==> src/rtl/refresh_pkg.sv <==
package refresh_pkg;

    typedef enum logic {
        MODE_RANK = 1'b0,
        MODE_BANK = 1'b1
    } ref_mode_e;

    function automatic int ns_to_cycles_ceil(input int ns, input int clk_ps);
        return (ns * 1000 + clk_ps - 1) / clk_ps;
    endfunction

    function automatic int ns_to_cycles_floor(input int ns, input int clk_ps);
        return (ns * 1000) / clk_ps;
    endfunction

endpackage

==> src/rtl/refi_timer.sv <==
module refi_timer #(
    parameter int NORM_CYC = 390,
    parameter int HOT_CYC  = 195
) (
    input  logic clk_i,
    input  logic rst_ni,
    input  logic hot_i,
    output logic tick_o
);
    localparam int CW = (NORM_CYC > 1) ? $clog2(NORM_CYC) : 1;

    logic [CW-1:0] cnt_d, cnt_q;

    assign tick_o = (cnt_q == '0);

    always_comb begin
        if (tick_o) begin
            cnt_d = hot_i ? CW'(HOT_CYC - 1) : CW'(NORM_CYC - 1);
        end else begin
            cnt_d = cnt_q - 1'b1;
        end
    end

    always_ff @(posedge clk_i) begin
        if (!rst_ni) cnt_q <= CW'(NORM_CYC - 1);
        else         cnt_q <= cnt_d;
    end

    // hot flag seen at reload selects the short interval
    assert_hot_reload_R3: assert property (@(posedge clk_i) disable iff (!rst_ni)
        (tick_o && hot_i) |=> (cnt_q == CW'(HOT_CYC - 1)));

    // normal reload length
    assert_norm_reload_R2: assert property (@(posedge clk_i) disable iff (!rst_ni)
        (tick_o && !hot_i) |=> (cnt_q == CW'(NORM_CYC - 1)));

    // never two credits in a row
    assert_tick_spacing_R8: assert property (@(posedge clk_i) disable iff (!rst_ni)
        tick_o |=> !tick_o);

endmodule

==> src/rtl/busy_timer.sv <==
module busy_timer #(
    parameter int TW = 5
) (
    input  logic          clk_i,
    input  logic          rst_ni,
    input  logic          start_i,
    input  logic [TW-1:0] len_i,
    output logic          busy_o
);
    logic [TW-1:0] cnt_d, cnt_q;

    always_comb begin
        if (start_i)            cnt_d = len_i;
        else if (cnt_q != '0)   cnt_d = cnt_q - 1'b1;
        else                    cnt_d = cnt_q;
    end

    always_ff @(posedge clk_i) begin
        if (!rst_ni) cnt_q <= '0;
        else         cnt_q <= cnt_d;
    end

    assign busy_o = (cnt_q != '0);

    // a started window is busy on the next cycle
    assert_busy_start_R5: assert property (@(posedge clk_i) disable iff (!rst_ni)
        (start_i && len_i != '0) |=> busy_o);

endmodule

==> src/rtl/refresh_sched.sv <==
module refresh_sched
    import refresh_pkg::*;
#(
    parameter int CLK_PS      = 20000,
    parameter int TREFI_NS    = 7800,
    parameter int TRFC_NS     = 350,
    parameter int TRFC_PB_NS  = 90,
    parameter int NUM_BANKS   = 8,
    parameter int MAX_PEND    = 8,
    localparam int BW         = (NUM_BANKS > 1) ? $clog2(NUM_BANKS) : 1
) (
    input  logic                 clk_i,
    input  logic                 rst_ni,
    input  logic                 hot_i,
    input  logic                 per_bank_i,
    input  logic                 rank_idle_i,
    output logic                 grant_o,
    output logic                 ref_cmd_o,
    output logic                 ref_all_o,
    output logic [BW-1:0]        ref_bank_o,
    output logic [NUM_BANKS-1:0] bank_busy_o
);
    localparam int REFI_CYC    = ns_to_cycles_floor(TREFI_NS, CLK_PS);
    localparam int REFI_HOT    = REFI_CYC / 2;
    localparam int TRFC_CYC    = ns_to_cycles_ceil(TRFC_NS, CLK_PS);
    localparam int TRFC_PB_CYC = ns_to_cycles_ceil(TRFC_PB_NS, CLK_PS);
    localparam int TMAX        = (TRFC_CYC > TRFC_PB_CYC) ? TRFC_CYC : TRFC_PB_CYC;
    localparam int TW          = $clog2(TMAX + 1);
    localparam int PW          = $clog2(MAX_PEND + 1);

    typedef struct packed {
        logic [PW-1:0] pend;
        logic [BW-1:0] ptr;
        logic          cmd;
        logic          all;
        logic [BW-1:0] bank;
    } sched_t;

    sched_t st_d, st_q;

    logic      tick;
    logic      issue;
    logic      target_busy;
    logic      rank_busy;
    ref_mode_e mode;
    logic [TW-1:0] bank_len;

    assign mode = per_bank_i ? MODE_BANK : MODE_RANK;

    refi_timer #(
        .NORM_CYC (REFI_CYC),
        .HOT_CYC  (REFI_HOT)
    ) u_refi (
        .clk_i  (clk_i),
        .rst_ni (rst_ni),
        .hot_i  (hot_i),
        .tick_o (tick)
    );

    assign bank_len = (mode == MODE_BANK) ? TW'(TRFC_PB_CYC) : TW'(TRFC_CYC);

    for (genvar b = 0; b < NUM_BANKS; b++) begin : g_bank
        logic hit;
        assign hit = issue && ((mode == MODE_RANK) || (st_q.ptr == BW'(b)));
        busy_timer #(.TW(TW)) u_busy (
            .clk_i   (clk_i),
            .rst_ni  (rst_ni),
            .start_i (hit),
            .len_i   (bank_len),
            .busy_o  (bank_busy_o[b])
        );
    end

    busy_timer #(.TW(TW)) u_rank_busy (
        .clk_i   (clk_i),
        .rst_ni  (rst_ni),
        .start_i (issue && (mode == MODE_RANK)),
        .len_i   (TW'(TRFC_CYC)),
        .busy_o  (rank_busy)
    );

    always_comb begin
        st_d     = st_q;
        st_d.cmd = 1'b0;

        if (mode == MODE_BANK) target_busy = bank_busy_o[st_q.ptr];
        else                   target_busy = |bank_busy_o;

        issue = (st_q.pend != '0) && rank_idle_i && !target_busy;

        if (issue) begin
            st_d.cmd = 1'b1;
            if (mode == MODE_BANK) begin
                st_d.all  = 1'b0;
                st_d.bank = st_q.ptr;
                st_d.ptr  = (st_q.ptr == BW'(NUM_BANKS - 1)) ? '0 : st_q.ptr + 1'b1;
            end else begin
                st_d.all  = 1'b1;
                st_d.bank = '0;
            end
        end

        unique case ({tick, issue})
            2'b10: if (st_q.pend != PW'(MAX_PEND)) st_d.pend = st_q.pend + 1'b1;
            2'b01: st_d.pend = st_q.pend - 1'b1;
            default: ;
        endcase
    end

    always_ff @(posedge clk_i) begin
        if (!rst_ni) st_q <= '0;
        else         st_q <= st_d;
    end

    assign ref_cmd_o  = st_q.cmd;
    assign ref_all_o  = st_q.all;
    assign ref_bank_o = st_q.bank;
    assign grant_o    = !rank_busy && (st_q.pend != PW'(MAX_PEND));

    // backlog never exceeds its cap
    assert_pend_cap_R7: assert property (@(posedge clk_i) disable iff (!rst_ni)
        st_q.pend <= PW'(MAX_PEND));

    // commands only follow an idle rank
    assert_idle_before_cmd_R4: assert property (@(posedge clk_i) disable iff (!rst_ni)
        ref_cmd_o |-> $past(rank_idle_i));

    // whole-rank command blocks every bank and the grant
    assert_rank_block_R5: assert property (@(posedge clk_i) disable iff (!rst_ni)
        (ref_cmd_o && ref_all_o) |-> ((&bank_busy_o) && !grant_o && ref_bank_o == '0));

    // whole-rank command never overlaps an earlier busy window
    assert_no_overlap_R6: assert property (@(posedge clk_i) disable iff (!rst_ni)
        (ref_cmd_o && ref_all_o) |-> ($past(bank_busy_o) == '0));

    // per-bank command marks its own bank
    assert_bank_marked_R9: assert property (@(posedge clk_i) disable iff (!rst_ni)
        (ref_cmd_o && !ref_all_o) |-> bank_busy_o[ref_bank_o]);

    // back-to-back per-bank commands move to the next bank
    assert_bank_rr_R10: assert property (@(posedge clk_i) disable iff (!rst_ni)
        ($past(ref_cmd_o && !ref_all_o) && ref_cmd_o && !ref_all_o) |->
        (ref_bank_o == (($past(ref_bank_o) == BW'(NUM_BANKS - 1)) ? '0 : $past(ref_bank_o) + 1'b1)));

endmodule

==> config.mk <==
export PLATFORM = sky130hd
export DESIGN_NAME = refresh_sched
export DESIGN_NICKNAME = d
export VERILOG_FILES = /design/src/rtl/refresh_pkg.sv /design/src/rtl/refi_timer.sv /design/src/rtl/busy_timer.sv /design/src/rtl/refresh_sched.sv
export SDC_FILE = /design/constraint.sdc
export NUM_CORES = 1
export LEC_CHECK = 0
export ABC_AREA = 1
export ABC_CLOCK_PERIOD_IN_PS = 2600
export BUFFER_PORTS_ARGS = -buffer_cell sky130_fd_sc_hd__buf_2
export CORE_MARGIN = 2
export CORE_UTILIZATION = 62
export CTS_BUF_LIST = sky130_fd_sc_hd__clkbuf_16
export DETAILED_ROUTE_END_ITERATION = 8
export PLACE_DENSITY_LB_ADDON = 0.1
export SLEW_MARGIN = 40
export SYNTH_ARGS = -nofsm -noshare
export SYNTH_HDL_FRONTEND = slang
export SYNTH_HIERARCHICAL = 1
export SYNTH_SLANG_ARGS = --single-unit
==> constraint.sdc <==
create_clock -name clk_i -period 2.6 [get_ports clk_i]
set_input_delay 0.39 -clock clk_i [delete_from_list [all_inputs] [get_ports clk_i]]
set_output_delay 0.39 -clock clk_i [all_outputs]
set_load 0.05 [all_outputs]
Yosys cells after proc, flatten, opt, wreduce, memory -nomap -nowiden
Cells that the tools add are included.

storage, ports and cells
  memories = 0
  memory bits (read-only) = 0
  RAM bits = 0
  latch bits = 0
  output and inout port bits = 14
  register bits after elaboration = 66
  bits of input ports = 5

cells by class
  add/subtract/negate cells = 13
  reduce and logical (&&, ||, !) cells = 48
  order comparisons = 1
  shifts and indexed selects = 0
  mux-type cells = 30
  equal/unequal tests = 11
  bitwise operators = 2
  multiply operators = 0
  div/mod/pow operators = 0

operator list
  operator                                                                       count
  5-bit 2-to-1 mux                                                               20
  5-bit nonzero test                                                             9
  5-bit by 1-bit subtractor with 5-bit output (second input constant)            9
  2-bit nonzero test                                                             10
  9-bit 2-to-1 mux                                                               2
  3-bit == test (second input constant)                                          4
  1-bit logical AND                                                              12
  9-bit zero test                                                                1
  9-bit by 1-bit subtractor with 9-bit output (second input constant)            1
  1-bit logical OR                                                               8
  4-bit 2-to-1 mux                                                               2
  4-bit case mux with 2 select lines                                             1
  8-bit OR reduction                                                             1
  3-bit by 2-bit == test with 1-bit output (second input constant)               2
  4-bit by 1-bit adder with 4-bit output (second input constant)                 1
  3-bit by 4-bit less-than comparator with 1-bit output (second input constant)  1
  4-bit != test (second input constant)                                          1
  2-bit AND reduction                                                            2
  4-bit nonzero test                                                             1
  4-bit by 1-bit subtractor with 4-bit output (second input constant)            1
  3-bit by 1-bit adder with 3-bit output (second input constant)                 1
  1-bit binary-select mux with 3-bit select                                      1
  3-bit by 1-bit == test with 1-bit output (second input constant)               1
  3-bit zero test                                                                1
  8 further kinds                                                                12

Depth between registers and ports, before layout
Gate-level depths: netlist of run 1.

  depth in word-level cells = 9
  gate-level depth with buffers = 18
  gate-level depth less buffers = 18

Modules after synthesis
The synthesis of run 1 kept the hierarchy.

modules (own cells, without submodules)
  module         times used  cells each  area each (sq um)
  busy_timer     9           41          286.5
  refresh_sched  1           145         945.9
  refi_timer     1           65          478.0

Worst setup path after synthesis of run 1
OpenSTA, ideal clock, no wires.

  path type = reg-to-reg
  start = register g_bank[7].u_busy.cnt_q[0]
  end = register g_bank[7].u_busy.cnt_q[1]
  cell stages (with the launch flop) = 15
  path slack = 0.164 ns
  buffers on the path = 1
  clock period less this slack = 2.436 ns
  data arrival time = 2.313 ns
  cell sequence = dfxtp_1 -> inv_1 -> ha_1 -> nand3_2 -> nor2_1 -> nand2_1 -> nor2_1 -> nor2_1 -> nor2_4 -> nand2_4 -> buf_2 -> a21oi_1 -> inv_1 -> o21ai_0 -> nor3_2

between the ends
  longest elaborated chain between the ends = 8
  elaborated cells between the ends (all ways) = 12
  classes of those cells = add/sub: 1; mux: 5; reduce/logical: 6

RTL lines
  element                                                        RTL line             RTL
  start, declared                                                busy_timer.sv:10     logic [TW-1:0] cnt_d, cnt_q;
  start signal, assigned                                         busy_timer.sv:20     else cnt_q <= cnt_d;
  5-bit nonzero test *                                           busy_timer.sv:23     assign busy_o = (cnt_q != '0);
  net bank_busy_o[7]                                             refresh_sched.sv:21  output logic [NUM_BANKS-1:0] bank_busy_o
  1-bit binary-select mux with 3-bit select                      refresh_sched.sv:86  if (mode == MODE_BANK) target_busy = bank_busy_o[st_q.ptr];
  1-bit 2-to-1 mux (not written as such)                         refresh_sched.sv:86
  1-bit 2-to-1 mux *                                             refresh_sched.sv:86
  1-bit zero test *                                              refresh_sched.sv:89  issue = (st_q.pend != '0) && rank_idle_i && !target_busy;
  1-bit logical AND *                                            refresh_sched.sv:89
  1-bit logical AND *                                            refresh_sched.sv:64  assign hit = issue && ((mode == MODE_RANK) || (st_q.ptr == BW'(b)));
  net g_bank[7].hit                                              refresh_sched.sv:63  logic hit;
  5-bit 2-to-1 mux / 2-bit nonzero test (equally long branches)  --

Mark *: on every way through the listed nets, which the timed path passes. The rest lies on a longest branch. The select of a mux whose other input is x is not followed.
A chain may end at the register's enable or synchronous reset.

Final worst setup path of run 1
  start = register g_bank[6].u_busy.cnt_q[0]
  end = register st_q[10] in the netlist's numbering

between the ends
  longest elaborated chain between the ends = 9
  elaborated cells between the ends (all ways) = 13
  classes of those cells = eq/ne: 3; mux: 4; reduce/logical: 6

RTL lines
  element                                                                           RTL line              RTL
  start, declared                                                                   busy_timer.sv:10
  start signal, assigned                                                            busy_timer.sv:20
  5-bit nonzero test *                                                              busy_timer.sv:23
  1-bit binary-select mux with 3-bit select                                         refresh_sched.sv:86
  1-bit 2-to-1 mux (not written as such)                                            refresh_sched.sv:86
  1-bit 2-to-1 mux *                                                                refresh_sched.sv:86
  1-bit zero test *                                                                 refresh_sched.sv:89
  1-bit logical AND *                                                               refresh_sched.sv:89
  2-bit == test / 2-bit by 1-bit == test with 1-bit output (equally long branches)  refresh_sched.sv:103  unique case ({tick, issue})
  2-bit != test (no source line) / 2-bit nonzero test (equally long branches)       --
  2-bit AND reduction (no source line)                                              --
  end signal, assigned                                                              refresh_sched.sv:112  else st_q <= st_d;
  end, declared                                                                     refresh_sched.sv:39   sched_t st_d, st_q;

Mark *: on every way between the ends. The rest lies on a longest branch, timed or not. The select of a mux whose other input is x is not followed.

==> impl_results.md, run 1 <==
* Area Overhead vs Synth at 13.2%
* Crit path arrival time at 2.69 ns
* Slew Limit Fails at 0
* Vias in the first global route at 3510
* Nets@finish at about 640
* RSZ-0062 raised after global routing: true
* Seq/Total Area, Yosys at 0.330
* Hold Path End: u_refi/cnt_q[6]
* Synthesized area at approximately 0.004 mm2
* Post-Route WL at 8350 um
* Antenna violations before repair at 0
* Sequential power share at 0.284
* Syn Area/Cell at 6.91 um2
* Minimum clock period at between 2 and 2.5 ns
* Fillers at 532
* Global-route wire length before repair at 14800 um
* Final cycle utilization of the critical path at 0.950
* Unique masters post-synth at 31
* Via-to-Cell Ratio at 5.13
* CP Data Required Time at 2.82 ns
* R2R cell count at 17
* Ports at 19
* Final ANT Viol Nets at 0
* Initial Utilization at 0.634
* DRC at 0
* Kind of end point of the critical path: flip-flop
* CTS Sinks at 66
* Logic pwr share at 0.507
* HP Start: hot_i
* Cells after synthesis at approximately 580
* Grt total ovfl at 0
* Clock slew at reported path FFs at 0.05 ns
* CP Cell Sequence: inv_1, ha_2, nand3_2, nor2_1, nand2_1, nor2_1, nor2_1, nor2_4, nand4_1, nand2_1, inv_2, ha_1, inv_1, nand2_1, xnor2_1, o21ai_1, inv_1
* Worst setup SP type: flip-flop
* Total GRT Usage at 0.249
* Critical R2R Launch: g_bank[6].u_busy/cnt_q[0]
* H-tree levels at 3
* Status: finished clean
* Die ar. at 0.00711 mm2
* Vias at 3598
* # port buffers at 18
* Crit Path Category: flip-flop to flip-flop
* Switching Fraction at 0.448
* CTS tree: built
* Die Y at 84.3 um
* YS warnings at 6
* Achievable Freq at 405 MHz
* Skew-Pair Late Insertion Delay at 0.32 ns
* Num rows at 29
* Cell Int Power at roughly 2700 uW
* Total power at 4930 uW
* DR iter-0 viols at 144
* Hold Crit Class: input port to flip-flop
* Leak at approximately 0.0021 uW
* Final-report hold violation count at 0
* Hold path cells at 3
* PD cells at 1090 mW/mm2
* Yosys reg bits at 66
* Capturing point of the worst reg2reg path: st_q[10]
* Slowest CP cell: dfxtp_1
* Bufs on Longest Clock Path at 2
* GPL Wtd Cong at between 0.8 and 0.9
* Clk Tree Root Cell: clkbuf_16
* CTS buffer count at 9
* # setup viols final at 0
* Chip width at 84.3 um
* Total net switching power at around 2200 uW
* Slew headroom at 0.580
* Clock power share at 0.209
* Worst stage delay on the critical path at 0.31 ns
* R2r setup slk at 0.13 ns
* Max VDD drop at roughly 0.74 mV
* Worst Path Max Fanout at 4
* Layout cell share with drive strength beyond 1 at 0.176
* Core footprint at 0.00631 mm2
* Commonest non-fill, non-tap cell in the layout: nand2_1
* Wirelength per Cell at 11.9 um
* Design area at 0.00453 mm2
* Drt first pass iters at 4
* Post-DP HPWL at around 6000 um
* Antenna diodes at 0
* Worst Clk Skew at 0.00523 ns
* Max-cap violations at 0
* Placed Area at 0.00423 mm2
* Commonest cells after routing, fill and taps aside: 115 x nand2_1, 97 x inv_1, 71 x nor2_1
* Slew @ Worst Pin at 0.630 ns
* Pin count of the biggest net entering global routing at 35
state kept, by name, summed over array words and instances, names as in the netlist:
| signal | count |
|---|---|
| u_refi/cnt_q | 9 |
| u_rank_busy/cnt_q | 5 |
| ref_bank_o | 3 |
| ref_cmd_o | 1 |
| ref_all_o | 1 |
| st_q | 7 |
| g_bank.u_busy/cnt_q | 40 |
power groups by stage:
stage | clock [uW] | combinational [uW] | sequential, uW
2_1_floorplan | 0 | 2010 | 1380
3_3_place_gp | 0 | 2360 | 1410
3_5_place_dp | 0 | 2420 | 1420
4_1_cts | 1050 | 2450 | 1400
5_1_grt | 1100 | 2800 | 1430
6_report | 1030 | 2500 | 1400
cell usage after synthesis, drive strengths merged:
cell type  number  area (um2)
nor2           86         370
nand4          12        75.1
xnor2           2        17.5
a211oi          1        7.51
inv           101         379
o211ai          1        7.51
o21ai          26         130
conb            2        7.51
buf             4        27.5
dfxtp          66        1320
clkinv          1        3.75
or2             2        15.0
nand2         131         542
ha             17         213
a21oi          46         230
nand3b         10        75.1
a31oi           1        6.26
nor3           19         185
xor2           11        96.3
nand3          40         293
worst max-delay path: cells and delay by family (launching register included):
family	cells	cell delay, ns
and+or+nand+nor	9	1.12
adders and majority gates	2	0.42
DFF	1	0.31
buffers and inverters	4	0.25
xor gates and xnor gates	1	0.13
AOI/OAI and AO/OA	1	0.12
area by class of cell:
type	instances	area (um2)	area share
multi-input combinational	418	2350	0.518
sequential	66	1320	0.292
inverter	102	383	0.0845
clock buffer	9	225	0.0497
timing repair buffer	23	128	0.0282
tap	77	96.3	0.0213
clock inverter	7	28.8	0.00635
cell families (layout without fill, tap and decap cells):
logic type,count (synthesis),after routing,synth area share
flops,66,66,0.330
compound gates,75,75,0.0953
fa+ha+maj,17,17,0.0531
other cells,2,13,0.00188
xor+xnor,13,13,0.0284
simple gates,300,300,0.389
buf+inv,106,141,0.103
stage by stage:
| stage | utilization | cells | setup slack, ns | TNS (ns) | hold slack, ns |
|---|---|---|---|---|---|
| 6_report | 0.718 | 702 | 0.129 | 0 | 0.332 |
| 5_1_grt | 0.718 | 702 | -0.0765 | -0.589 | 0.339 |
| 4_1_cts | 0.709 | 700 | 0.0858 | 0 | 0.324 |
| 3_5_place_dp | 0.669 | 684 | 0.0981 | 0 | 0.477 |
| 3_3_place_gp | 0.669 | 684 | 0.229 | 0 | 0.468 |
| 2_1_floorplan | - | 590 | 0.164 | 0 | 0.444 |
how the worst max path moves through the flow:
stage                         startpoint                   endpoint  slack (ns)  cells past startpoint
3_3_place_gp   g_bank[5].u_busy/cnt_q[0]  g_bank[7].u_busy/cnt_q[1]        0.23                     13
6_report       g_bank[6].u_busy/cnt_q[0]                   st_q[10]        0.13                     17
2_1_floorplan  g_bank[7].u_busy/cnt_q[0]  g_bank[7].u_busy/cnt_q[1]        0.16                     14
3_5_place_dp   g_bank[5].u_busy/cnt_q[0]  g_bank[7].u_busy/cnt_q[0]         0.1                     14
4_1_cts        g_bank[5].u_busy/cnt_q[0]  g_bank[7].u_busy/cnt_q[0]        0.09                     14
5_1_grt        g_bank[6].u_busy/cnt_q[0]                   st_q[10]       -0.08                     17
per-layer routing:
metal	track usage	part of all wire	wire, um	vias up
met5	0	0	0	-
met4	0.105	0.012	104	0
met3	0.0403	0.035	289	10
met2	0.433	0.49	4100	59
met1	0.307	0.46	3850	1623
li1	-	-	-	1906
repair_timing:
action,4_1_cts,5_1_grt
resized for setup,0,8
endpoints found under the setup margin,0,26
hold buffers,0,0
buffers inserted,0,2
Power figures use the tool's default switching activity.
==> inputs of run 2 (changes only) <==
--- a/config.mk
+++ b/config.mk
@@ -13,7 +13,8 @@
 export CTS_BUF_LIST = sky130_fd_sc_hd__clkbuf_16
 export DETAILED_ROUTE_END_ITERATION = 8
 export PLACE_DENSITY_LB_ADDON = 0.1
-export SLEW_MARGIN = 40
+export REMOVE_ABC_BUFFERS = 1
+export SLEW_MARGIN = 20
 export SYNTH_ARGS = -nofsm -noshare
 export SYNTH_HDL_FRONTEND = slang
 export SYNTH_HIERARCHICAL = 1
==> run 2 against run 1 <==
Hold slack better by 0.0019 ns. Setup slack better by 0.072 ns. Power is 1.2% lower. Critical path type unchanged. Sequential power hardly changed. Non-clock buffer count is 1 lower. Largest power group unchanged. Maximum frequency is 3.0% higher. Clock power hardly changed. Clock skew hardly changed. Via count is 0.61% higher. Critical endpoint is now g_bank[4].u_busy/cnt_q[0]. Flip-flop and latch count stayed put.
==> impl_results.md, run 2 (synthesis gave the netlist of run 1 again) <==
* Status: finished clean
* Clock power share at 0.213 (+0.004)
* Sequential power share at 0.288 (+0.004)
* Global-route wire length before repair at 14300 um (-2.9%)
* Post-Route WL at 8170 um (-2.2%)
* Logic pwr share at 0.500 (-0.007)
* Via-to-Cell Ratio at 5.17 (+0.90%)
* Total GRT Usage at 0.242 (-0.00745)
* Final-report hold violation count at 0 (unchanged)
* Met1 usage in global routing at 0.305 (-0.00175)
* Slew headroom at 0.646 (+0.0657)
* Hold Crit Class: input port to flip-flop
* Vias in the first global route at 3348 (-4.6%)
* HP Start: hot_i
* Ports at 19 (unchanged)
* Core footprint at 0.00631 mm2 (unchanged)
* Most used routing layer in global routing: met2
* Slew Limit Fails at 0 (unchanged)
* Max VDD drop at 0.730 mV (-1.7%)
* Met2 Usage GRT at 0.410 (-0.0231)
* Antenna violations before repair at 0 (unchanged)
* GPL Wtd Cong at 0.874 (+1.8%)
* RSZ-0062 raised after global routing: true
* Inst Count DP at 685 (+0.15%)
* Worst Path Max Fanout at 15 (+11)
* # Post-CTS Setup Buffers at 0 (unchanged)
* Wirelength per Cell at 11.7 um (-1.9%)
* Critical R2R Launch: g_bank[1].u_busy/cnt_q[0]
* CP Cell Sequence: inv_1, ha_1, nand3_2, nor2_1, nand2_1, nor2_1, nor2_1, nor2_4, nand2_4, nor2_1, inv_1, o21ai_0, nor3_2
* Leak at 0.00212 uW (-0.32%)
* Achievable Freq at 417 MHz (+3.0%)
* Final ANT Viol Nets at 0 (unchanged)
* Top flop regs: g_bank.u_busy/cnt_q: 40 flops, u_refi/cnt_q: 9 flops, st_q: 7 flops
* Layout cell share with drive strength beyond 1 at 0.172 (-0.00425)
* Chip width at 84.3 um (unchanged)
* R2R cell count at 13 (-4)
* Pin count of the biggest net entering global routing at 29 (-17%)
* Worst setup SP type: flip-flop
* Commonest cells after routing, fill and taps aside: 115 x nand2_1, 96 x inv_1, 70 x nor2_1
* Final cycle utilization of the critical path at 0.923 (-0.0275)
* Slew @ Worst Pin at 0.531 ns (-0.0986 ns)
* Most common cell on crit path: nor2_1
* CTS buffer count at 9 (unchanged)
* Drt first pass iters at 4 (unchanged)
* Kind of end point of the critical path: flip-flop
* Crit Path Category: flip-flop to flip-flop
* Die Y at 84.3 um (unchanged)
* Area Overhead vs Synth at 12.3%
* Met3 global-route usage at 0.0570 (+0.0167)
* CTS Sinks at 66 (unchanged)
* Final core utilization at 0.712 (-0.00594)
* DR iter-0 viols at 115 (-20%)
* Reg area at 0.00132 mm2 (unchanged)
* Minimum clock period at 2.40 ns (-0.0716 ns)
* H-tree levels at 3 (unchanged)
* Worst stage delay on the critical path at 0.31 ns (about the same)
* Hold_buf cts at 0 (unchanged)
* Fillers at 532 (unchanged)
* Bufs on Longest Clock Path at 2 (unchanged)
* Clk Tree Root Cell: clkbuf_16
* Hold path cells at 3 (unchanged)
* CTS resizes at 0 (unchanged)
* Nets@finish at 641 (-0.16%)
* R2r setup slk at 0.20 ns (+0.07 ns)
* Hold Path End: u_refi/cnt_q[6]
* Commonest non-fill, non-tap cell in the layout: nand2_1
* Multi-input gate area at 0.00232 mm2 (-1.2%)
* Antenna diodes at 0 (unchanged)
* CP Data Required Time at 2.81 ns (about the same)
* Num rows at 29 (unchanged)
* Initial Utilization at 0.634 (unchanged)
* Vias at 3620 (+0.61%)
* CTS tree: built
* Crit path arrival time at 2.61 ns (-0.08 ns)
* Total net switching power at 2180 uW (-1.1%)
* Max reg flops at 40 (unchanged)
* Switching Fraction at 0.448 (about the same)
* # setup viols final at 0 (unchanged)
* Capturing point of the worst reg2reg path: g_bank[4].u_busy/cnt_q[0]
* Die ar. at 0.00711 mm2 (unchanged)
* # port buffers at 18 (unchanged)
* Post-DP HPWL at 6040 um (+0.49%)
* Hold Slack at 0.334 ns (+0.00188 ns)
* Cell Int Power at 2690 uW (-1.2%)
* DRC at 0 (unchanged)
* Max-cap violations at 0 (unchanged)
* Skew-Pair Late Insertion Delay at 0.32 ns (about the same)
* Largest register by flop count: g_bank.u_busy/cnt_q
* Worst Clk Skew at 0.00553 ns (+0.000291 ns)
* Slowest CP cell: dfxtp_1
* Clock slew at reported path FFs at 0.05 ns (about the same)
* PD cells at 1080 mW/mm2 (-0.35%)
* Non-Filler Instances at 700 (-0.28%)
* Grt total ovfl at 0 (unchanged)
-- run 2: cell count changes in the layout (fill, tap and decap cells not counted) --
cell / change
buf_4: -1
inv_1: -1
clkinv_1: -1
ha_4: -2
clkinv_2: +1
ha_1: +4
nor2_2: +1
nor2_1: -1
ha_2: -2
-- run 2: cell type report --
cell class,instances,area share
repair buffers,22,0.0267
flip-flops and latches,66,0.294
clock inverters,6,0.00585
well taps,77,0.0214
clock buffers,9,0.0501
multi-input cells,418,0.517
inverters,102,0.0852
-- run 2: stage by stage --
step	power (uW)	area [um2]	TNS (ns)	setup WS, ns
2_1_floorplan	3390	4020	0	0.213
3_3_place_gp	3760	4230	0	0.225
3_5_place_dp	3840	4230	0	0.211
4_1_cts	4890	4480	0	0.183
5_1_grt	5280	4490	-0.386	-0.0543
6_report	4870	4490	0	0.201
-- run 2: power by group through the flow --
stage / Sequential (uW) / Clock, uW / Combinational [uW]
global placement: 1410 / 0 / 2350
finish: 1400 / 1040 / 2440
global route: 1430 / 1100 / 2760
floorplan: 1380 / 0 / 2010
detailed placement: 1420 / 0 / 2420
CTS: 1400 / 1060 / 2440
-- run 2: routing by layer --
metal	part of all wire	vias to the layer above
met1	0.47	1642
met4	0.017	0
met5	0	-
li1	-	1903
met3	0.038	14
met2	0.48	61
-- run 2: how the worst max path moves through the flow --
| stage | startpoint | end | slack, ns |
|---|---|---|---|
| after CTS | g_bank[3].u_busy/cnt_q[0] | g_bank[7].u_busy/cnt_q[0] | 0.18 |
| after global placement | g_bank[5].u_busy/cnt_q[0] | g_bank[7].u_busy/cnt_q[0] | 0.23 |
| after global routing | g_bank[4].u_busy/cnt_q[0] | g_bank[1].u_busy/cnt_q[1] | -0.05 |
| after detailed placement | g_bank[3].u_busy/cnt_q[0] | g_bank[7].u_busy/cnt_q[0] | 0.21 |
| final | g_bank[1].u_busy/cnt_q[0] | g_bank[4].u_busy/cnt_q[0] | 0.20 |
| after floorplan | g_bank[7].u_busy/cnt_q[0] | st_q[10] | 0.21 |
-- run 2: critical path: cells and delay by family, from the launching register on --
kind	cells	cell delay, ns
compound gates	1	0.25
fa+ha+maj	1	0.27
buf+inv	2	0.26
flops	1	0.31
simple gates	9	1.20
